## src/rtl/crc16_pkg.sv

```systemverilog
package crc16_pkg;
  localparam int CRC_W = 16;
  localparam int HALF_W = CRC_W / 2;

  typedef logic [CRC_W-1:0] crc_t;

  typedef enum logic [1:0] {
    PSEL_ZERO = 2'b00,
    PSEL_CARD = 2'b01,
    PSEL_ALT  = 2'b10,
    PSEL_ONES = 2'b11
  } psel_e;

  // Left-shifting update: the feedback comes from the top register bit.
  function automatic crc_t step_fwd(input crc_t c, input logic b, input crc_t poly);
    logic fb;
    fb = c[CRC_W-1] ^ b;
    return {c[CRC_W-2:0], 1'b0} ^ (fb ? poly : '0);
  endfunction

  // Right-shifting (reflected) update: the feedback comes from register bit 0.
  function automatic crc_t step_rev(input crc_t c, input logic b, input crc_t poly);
    logic fb;
    fb = c[0] ^ b;
    return {1'b0, c[CRC_W-1:1]} ^ (fb ? poly : '0);
  endfunction
endpackage

```

## src/rtl/crc16_preset_sel.sv

```systemverilog
module crc16_preset_sel
  import crc16_pkg::*;
#(
  parameter crc_t PRESET_0 = 16'h0000,
  parameter crc_t PRESET_1 = 16'h6363,
  parameter crc_t PRESET_2 = 16'hA671,
  parameter crc_t PRESET_3 = 16'hFFFF
) (
  input  logic [1:0] sel_i,
  output crc_t       value_o
);
  always_comb begin
    unique case (psel_e'(sel_i))
      PSEL_ZERO: value_o = PRESET_0;
      PSEL_CARD: value_o = PRESET_1;
      PSEL_ALT:  value_o = PRESET_2;
      default:   value_o = PRESET_3;
    endcase
  end
endmodule

```

## src/rtl/crc16_bit_step.sv

```systemverilog
module crc16_bit_step
  import crc16_pkg::*;
#(
  parameter crc_t POLY_FWD = 16'h1021,
  parameter crc_t POLY_REV = 16'h8408
) (
  input  crc_t crc_i,
  input  logic bit_i,
  input  logic msb_first_i,
  output crc_t crc_o
);
  crc_t fwd_next;
  crc_t rev_next;

  assign fwd_next = step_fwd(crc_i, bit_i, POLY_FWD);
  assign rev_next = step_rev(crc_i, bit_i, POLY_REV);
  assign crc_o    = msb_first_i ? fwd_next : rev_next;
endmodule

```

## src/rtl/crc16_bit_seq.sv

```systemverilog
module crc16_bit_seq #(
  parameter int BYTE_W = 8
) (
  input  logic              clk,
  input  logic              rst_n,
  input  logic              abort_i,
  input  logic              load_i,
  input  logic [BYTE_W-1:0] data_i,
  input  logic              msb_first_i,
  output logic              busy_o,
  output logic              bit_o,
  output logic              order_o,
  output logic              last_o
);
  localparam int CNT_W = (BYTE_W > 1) ? $clog2(BYTE_W) : 1;
  localparam logic [CNT_W-1:0] LAST_IDX = CNT_W'(BYTE_W - 1);

  logic [BYTE_W-1:0] shreg_q;
  logic [CNT_W-1:0]  cnt_q;
  logic              busy_q;
  logic              order_q;

  assign last_o  = busy_q && (cnt_q == LAST_IDX);
  assign bit_o   = order_q ? shreg_q[BYTE_W-1] : shreg_q[0];
  assign busy_o  = busy_q;
  assign order_o = order_q;

  always_ff @(posedge clk or negedge rst_n) begin
    if (!rst_n) begin
      shreg_q <= '0;
      cnt_q   <= '0;
      busy_q  <= 1'b0;
      order_q <= 1'b0;
    end else if (abort_i) begin
      cnt_q  <= '0;
      busy_q <= 1'b0;
    end else if (load_i) begin
      shreg_q <= data_i;
      order_q <= msb_first_i;
      cnt_q   <= '0;
      busy_q  <= 1'b1;
    end else if (busy_q) begin
      shreg_q <= order_q ? (shreg_q << 1) : (shreg_q >> 1);
      cnt_q   <= cnt_q + 1'b1;
      if (cnt_q == LAST_IDX) busy_q <= 1'b0;
    end
  end
endmodule

```

## src/rtl/crc16_engine.sv

```systemverilog
module crc16_engine
  import crc16_pkg::*;
#(
  parameter int   BYTE_W   = 8,
  parameter crc_t POLY_FWD = 16'h1021,
  parameter crc_t POLY_REV = 16'h8408,
  parameter crc_t PRESET_0 = 16'h0000,
  parameter crc_t PRESET_1 = 16'h6363,
  parameter crc_t PRESET_2 = 16'hA671,
  parameter crc_t PRESET_3 = 16'hFFFF
) (
  input  logic              clk,
  input  logic              rst_n,
  input  logic              start_i,
  input  logic [1:0]        preset_sel_i,
  input  logic              msb_first_i,
  input  logic [BYTE_W-1:0] data_i,
  input  logic              data_valid_i,
  output logic              busy_o,
  output logic              ready_o,
  output logic [HALF_W-1:0] result_hi_o,
  output logic [HALF_W-1:0] result_lo_o
);
  crc_t crc_q;
  crc_t crc_next;
  crc_t preset_val;
  logic busy;
  logic cur_bit;
  logic cur_order;
  logic last_bit;

  // Named events, used by the checker.
  logic accept_evt;
  logic step_evt;
  logic load_evt;

  assign load_evt   = start_i;
  assign accept_evt = data_valid_i && !busy && !start_i;
  assign step_evt   = busy && !start_i;

  crc16_preset_sel #(
    .PRESET_0(PRESET_0), .PRESET_1(PRESET_1),
    .PRESET_2(PRESET_2), .PRESET_3(PRESET_3)
  ) u_preset (
    .sel_i   (preset_sel_i),
    .value_o (preset_val)
  );

  crc16_bit_seq #(.BYTE_W(BYTE_W)) u_seq (
    .clk         (clk),
    .rst_n       (rst_n),
    .abort_i     (load_evt),
    .load_i      (accept_evt),
    .data_i      (data_i),
    .msb_first_i (msb_first_i),
    .busy_o      (busy),
    .bit_o       (cur_bit),
    .order_o     (cur_order),
    .last_o      (last_bit)
  );

  crc16_bit_step #(.POLY_FWD(POLY_FWD), .POLY_REV(POLY_REV)) u_step (
    .crc_i       (crc_q),
    .bit_i       (cur_bit),
    .msb_first_i (cur_order),
    .crc_o       (crc_next)
  );

  always_ff @(posedge clk or negedge rst_n) begin
    if (!rst_n)        crc_q <= '0;
    else if (load_evt) crc_q <= preset_val;
    else if (step_evt) crc_q <= crc_next;
  end

  assign busy_o      = busy;
  assign ready_o     = !busy;
  assign result_hi_o = crc_q[CRC_W-1:HALF_W];
  assign result_lo_o = crc_q[HALF_W-1:0];
endmodule


```

## config.mk

```make
export PLATFORM = sky130hd
export DESIGN_NAME = crc16_engine
export DESIGN_NICKNAME = d
export VERILOG_FILES = /design/src/rtl/crc16_pkg.sv /design/src/rtl/crc16_preset_sel.sv /design/src/rtl/crc16_bit_step.sv /design/src/rtl/crc16_bit_seq.sv /design/src/rtl/crc16_engine.sv
export SDC_FILE = /design/constraint.sdc
export NUM_CORES = 1
export LEC_CHECK = 0
export ABC_AREA = 1
export BUFFER_PORTS_ARGS = -buffer_cell sky130_fd_sc_hd__buf_4
export CORE_AREA = 2 2 61 63
export DETAILED_ROUTE_END_ITERATION = 12
export DIE_AREA = 0 0 63 65
export GPL_ROUTABILITY_DRIVEN = 0
export PLACE_DENSITY = 0.7
export SKIP_CTS_REPAIR_TIMING = 1
export SLEW_MARGIN = 20
export SYNTH_ARGS = -nofsm -noshare
export SYNTH_HDL_FRONTEND = slang
export SYNTH_SLANG_ARGS = --single-unit
```

## constraint.sdc

```tcl
create_clock -name clk -period 1.9 [get_ports clk]
set_clock_uncertainty 0.15 [all_clocks]
set_input_delay 0.38 -clock clk [delete_from_list [all_inputs] [get_ports clk]]
set_output_delay 0.38 -clock clk [all_outputs]
set_load 0.05 [all_outputs]
```

# After elaboration in Yosys (flattened, before gate mapping)
# Index checks and enable logic that the tools add are counted.
[word_totals] regBits=29 latchBits=0 ramBits=0 rom_bits=0 input_bits=15 output_inout_bits=18 memories=0
[classes] add_sub_neg=1 mul=0 div=0 n_lt_le_gt_ge=0 n_eq_ne=3 n_shift=0 n_mux=17 n_bitwise=5 reduce_logical=11
[ops] cell="$mux 16" count=4
[ops] cell="$pmux 16 s3" count=1
[ops] cell="$mux 8" count=3
[ops] cell="$xor 15x16->16" count=1
[ops] cell="$xor 16x16->16" count=1
[ops] cell="$mux 13" count=1
[ops] cell="$mux 3" count=3
[ops] cell="$mux 1" count=5
[ops] cell="$reduce_and 2->1" count=2
[ops] cell="$reduce_bool 2->1" count=2
[ops] cell="$add 3x1->3 const B" count=1
[ops] cell="$eq 3x3->1 const B" count=1
[ops] cell="$logic_and 1x1->1" count=3
[ops] cell="$reduce_bool 3->1" count=1
[ops] cell="$eq 2x1->1 const B" count=1
[ops] cell="$eq 2x2->1 const B" count=1
[ops] cell="$logic_not 1->1" count=2
[ops] cell="$logic_not 2->1" count=1
[ops] cell="$xor 1x1->1" count=2
[ops] cell="$not 1->1" count=1

# Logic depth before layout (Yosys ltp)
[logic_depth] depth_word=7 mapped_depth=8 mapped_depth_nobuf=7

# Cells and area by module
# Synthesis repeated with hierarchy kept, for this count alone.
[hier_totals] hier_cells=270 hier_area_um2=1926.8
[modules_own_cells] module="crc16_engine" n_inst=1 cells_per_inst=91 area_per_inst_um2=782.0
[modules_own_cells] module="crc16_bit_seq" n_inst=1 cells_per_inst=98 area_per_inst_um2=729.4
[modules_own_cells] module="crc16_bit_step" n_inst=1 cells_per_inst=62 area_per_inst_um2=299.0
[modules_own_cells] module="crc16_preset_sel" n_inst=1 cells_per_inst=19 area_per_inst_um2=116.4

# Least setup slack after synthesis
# Ideal clock, no wire load.
[synth_path] kind="reg2reg" start="register u_seq.busy_q, in the netlist u_seq.busy_o" end="register u_seq.shreg_q[7]" setup_time_ps=137 arrival_ps=1659 t_required_ps=1613 setup_slack_ps=-46 stages_incl_launch_ff=6 path_cell_list="dfrtp_1 > inv_1 > nor2_8 > nor2_4 > inv_2 > o221ai_1"
[synth_via] elab_chain_cells=5 word_cells_on_any_way=6 classes_between="1 x mux; 5 x reduce/logical"
[synth_lines] element="start, declared" line="crc16_bit_seq.sv:20" text="logic busy_q;"
[synth_lines] element="start signal, assigned" line="crc16_bit_seq.sv:32" text="busy_q <= 1'b0;"
[synth_lines] element="start signal, assigned" line="crc16_bit_seq.sv:36" text="busy_q <= 1'b0;"
[synth_lines] element="start signal, assigned" line="crc16_bit_seq.sv:41" text="busy_q <= 1'b1;"
[synth_lines] element="$logic_not 1->1 (*)"
[synth_lines] element="named net ready_o" line="crc16_engine.sv:20" text="output logic ready_o,"
[synth_lines] element="$logic_and 1x1->1 (*) (2 in series)" line="crc16_engine.sv:38" text="assign accept_evt = data_valid_i && !busy && !start_i;"
[synth_lines] element="$reduce_bool 2->1 (no line)"
[synth_lines] element="$reduce_and 2->1 (no line)"
[synth_lines] element="end signal, assigned" line="crc16_bit_seq.sv:38" text="shreg_q <= data_i;"
[synth_lines] element="end signal, assigned" line="crc16_bit_seq.sv:43" text="shreg_q <= order_q ? (shreg_q << 1) : (shreg_q >> 1);"
[synth_lines] element="end, declared" line="crc16_bit_seq.sv:18" text="logic [BYTE_W-1:0] shreg_q;"
# The timed path passes the listed nets; every way through them passes the cells marked *.
# A chain may end at the register's enable or synchronous reset.

# Worst setup path after layout
[layout_path] start="register u_seq.busy_q, in the netlist u_seq.busy_o" end="output ready_o"
[layout_via] elab_chain_cells=1
[layout_lines] element="$logic_not 1->1" line="crc16_engine.sv:76" text="assign ready_o = !busy;"
[layout_lines] element="end, declared" line="crc16_engine.sv:20"
# No other way between the ends.

==> out/metrics.cfg <==
[outcome]
status=complete, no violations

[power_and_ir_drop]
power_uw=2210
leakage_uw=0.000984
combPwrFrac=0.422
seqPwrFrac=0.384
powerDensity_nw_per_um2=1110
peakVddDrop_mv=0.460
p_clk_frac=0.194
p_sw_uw=949
p_int_uw=1260
sw_frac_of_total=0.430

[synthesis]
yosys_warnings=0
synth.most_common_cell=nand2_1
synth.top_cell.area_share=0.445
syn-cell-area_sq_um=1630
synth_edf_count=0
synth_top_cell_by_area=dfrtp_1
avgSynthCellArea_sq_um=8.32
synth_cell_types=26
syn-num-nets=213
async_flop_share=1.00
netlist_top_cells_count=41 x nand2_1, 29 x dfrtp_1, 22 x o21ai_0, 21 x inv_1
synth-main-ff-cell=dfrtp_1
synthCells=196
synthTopCellsByArea=dfrtp_1 44%, nand2_1 9.4%, o21ai_0 6.7%, inv_1 4.8%, nand3_1 4.0%
seq_area_frac_synth=0.445
synth-seq-cells=29

[routing]
antenna_left=0
routed_wirelength_um=3750
vias=1525
drt_iter0_markers=113
firstDrtPassIters=4
drc_errors=0
wl_per_cell_um=13.4
vias_per_cell=5.45

[critical_path]
cp.depth=2
endpoint_kind=primary output
slowest_delay_ns=0.43
critPathKind=reg2out
cp_num_buf_inv=2
path_delay_family=flip-flops
timing.critical_path.arrival_ns=1.12
cp_cell_sequence=clkinvlp_4 > buf_4
required_ns=1.37
slowest_stage=dfrtp_2
r2r_cells=7
cp-start-kind=flip-flop
crit_path_max_fanout=3

[placed_design]
portBuffers=32
dp_cells=271
dpl.hpwl_um=2800

[global_route]
antenna_found_initial=0
grt_max_degree=30
first_global_vias=1392
grt-ovfl-total=0
grt_pass1_wl_um=6420
track_usage=0.205

[clock_tree]
cts_tree=yes
worstSkewPairLatency_ns=0.33
htreeDepth=2
clk_pin_slew_worst_paths_ns=0.09
cts_sinks=29
root_buffer=clkbuf_4
cts_buffers=5
cts.path.max_buffers=2

[timing]
finalCriticalPeriod_ns=1.65
finalHoldViolations=0
worstMarginPinSlew_ns=0.376
min_period_over_period=0.868
rsz0062_at_grt=no
finalSetupTns_ns=0
relSlewSlack=0.749
setup_viol=0
slew_viol_final=0
max_freq_ghz=0.607

[die]
fp.dieW_um=63
start_util=0.467
die_area_sq_um=4100
fp-row-count=22
core_sq_um=3500
die_h_um=65
ioPinCount=33

[finish]
final_nets=248
num_antenna_cells=0
final_cells=280
drive_gt1_frac=0.254
n_fill_cell=342
area_delta_synth_final_pct=22.2

[hold_path]
hold_path_class=in2reg
hold_path_depth=3

[job]
maxCapViolCount=0

[stage by stage]
step                utilization  hold WS (ns)  setup slack [ns]  instance area, sq um
floorplan                     -       -0.0656             0.109                  1640
global placement          0.547         0.177             0.324                  1910
detailed placement        0.547         0.177             0.265                  1910
CTS                       0.567        -0.188             0.246                  1980
global route              0.570         0.123             0.215                  1990
finish                    0.570         0.130             0.252                  1990
[cell families after synthesis]
logic type      share of synthesized area
buf+inv                            0.0851
fa+ha+maj                          0.0153
flops                               0.445
compound gates                      0.247
xor+xnor                          0.00537
simple gates                        0.202
[worst register-to-register path, stage by stage, from the launching register on]
cell	delay [ns]
dfrtp_1	0.38
inv_1	0.29
nand2_1	0.14
nand3_1	0.14
nand3_1	0.09
nand3_1	0.10
nand2_1	0.05
a21oi_1	0.11
[final timing paths]
kind | start | end | slack (ns)
hold / removal | data_i[7] | u_seq.shreg_q[7]$_DFFE_PN0P_ | 0.13
hold reg to reg | u_seq.cnt_q[0]$_DFFE_PN0P_ | u_seq.cnt_q[0]$_DFFE_PN0P_ | 0.36
max in group asynchronous | rst_n | u_seq.busy_o$_DFF_PN0_ | 0.96
setup / recovery | u_seq.busy_o$_DFF_PN0_ | ready_o | 0.25
min in group asynchronous | rst_n | crc_q[5]$_DFFE_PN0P_ | 0.35
setup reg to reg | u_seq.order_o$_DFFE_PN0P_ | crc_q[5]$_DFFE_PN0P_ | 0.40
[flip-flops by register name, indices dropped and copies added (netlist names)]
signal and cells:
u_seq.cnt_q 3, u_seq.shreg_q 8, crc_q 16, u_seq.order_o 1, u_seq.busy_o 1
[power groups by stage]
stage                     clock [uW]  combinational, uW  sequential, uW
after global placement             0                925             861
after CTS                        436                936             848
final                            428                933             849
after floorplan                    0                464            1060
after global routing             475               1020             868
after detailed placement           0                932             861
[cells in the final DEF, fill, tap and decap left out, types with 2 or more instances in the layout]
master / Yosys / routed
buf_4: 1 / 35
clkbuf_8: 0 / 2
a21oi_1: 11 / 11
dfrtp_1: 29 / 28
ha_1: 2 / 2
inv_1: 21 / 20
inv_2: 2 / 2
nand3_1: 13 / 13
o211ai_2: 5 / 5
clkbuf_4: 0 / 5
o211ai_1: 5 / 5
nor2_4: 2 / 2
nand2_1: 41 / 41
o21ai_0: 22 / 22
o221ai_1: 4 / 4
a32o_1: 2 / 2
nor2_1: 13 / 13
o21ai_1: 4 / 4
o21ai_2: 2 / 2
nor2_8: 2 / 2
a22oi_1: 4 / 4
[routing by layer]
layer,track usage,routed length [um],vias to the layer above
li1,-,-,741
met1,0.281,1730,732
met2,0.318,1780,47
met3,0.0608,207,5
met4,0.0500,29,0
met5,0,0,-
[final cells by class]
type | count | area, sq um | area share
clock buffers | 7 | 65.1 | 0.0326
clock inverters | 1 | 5.00 | 0.00251
inverters | 24 | 96.3 | 0.0483
multi-input cells | 135 | 767 | 0.385
flip-flops and latches | 29 | 727 | 0.365
well taps | 48 | 60.1 | 0.0301
repair buffers | 36 | 273 | 0.137
Power figures use the tool's default switching activity.
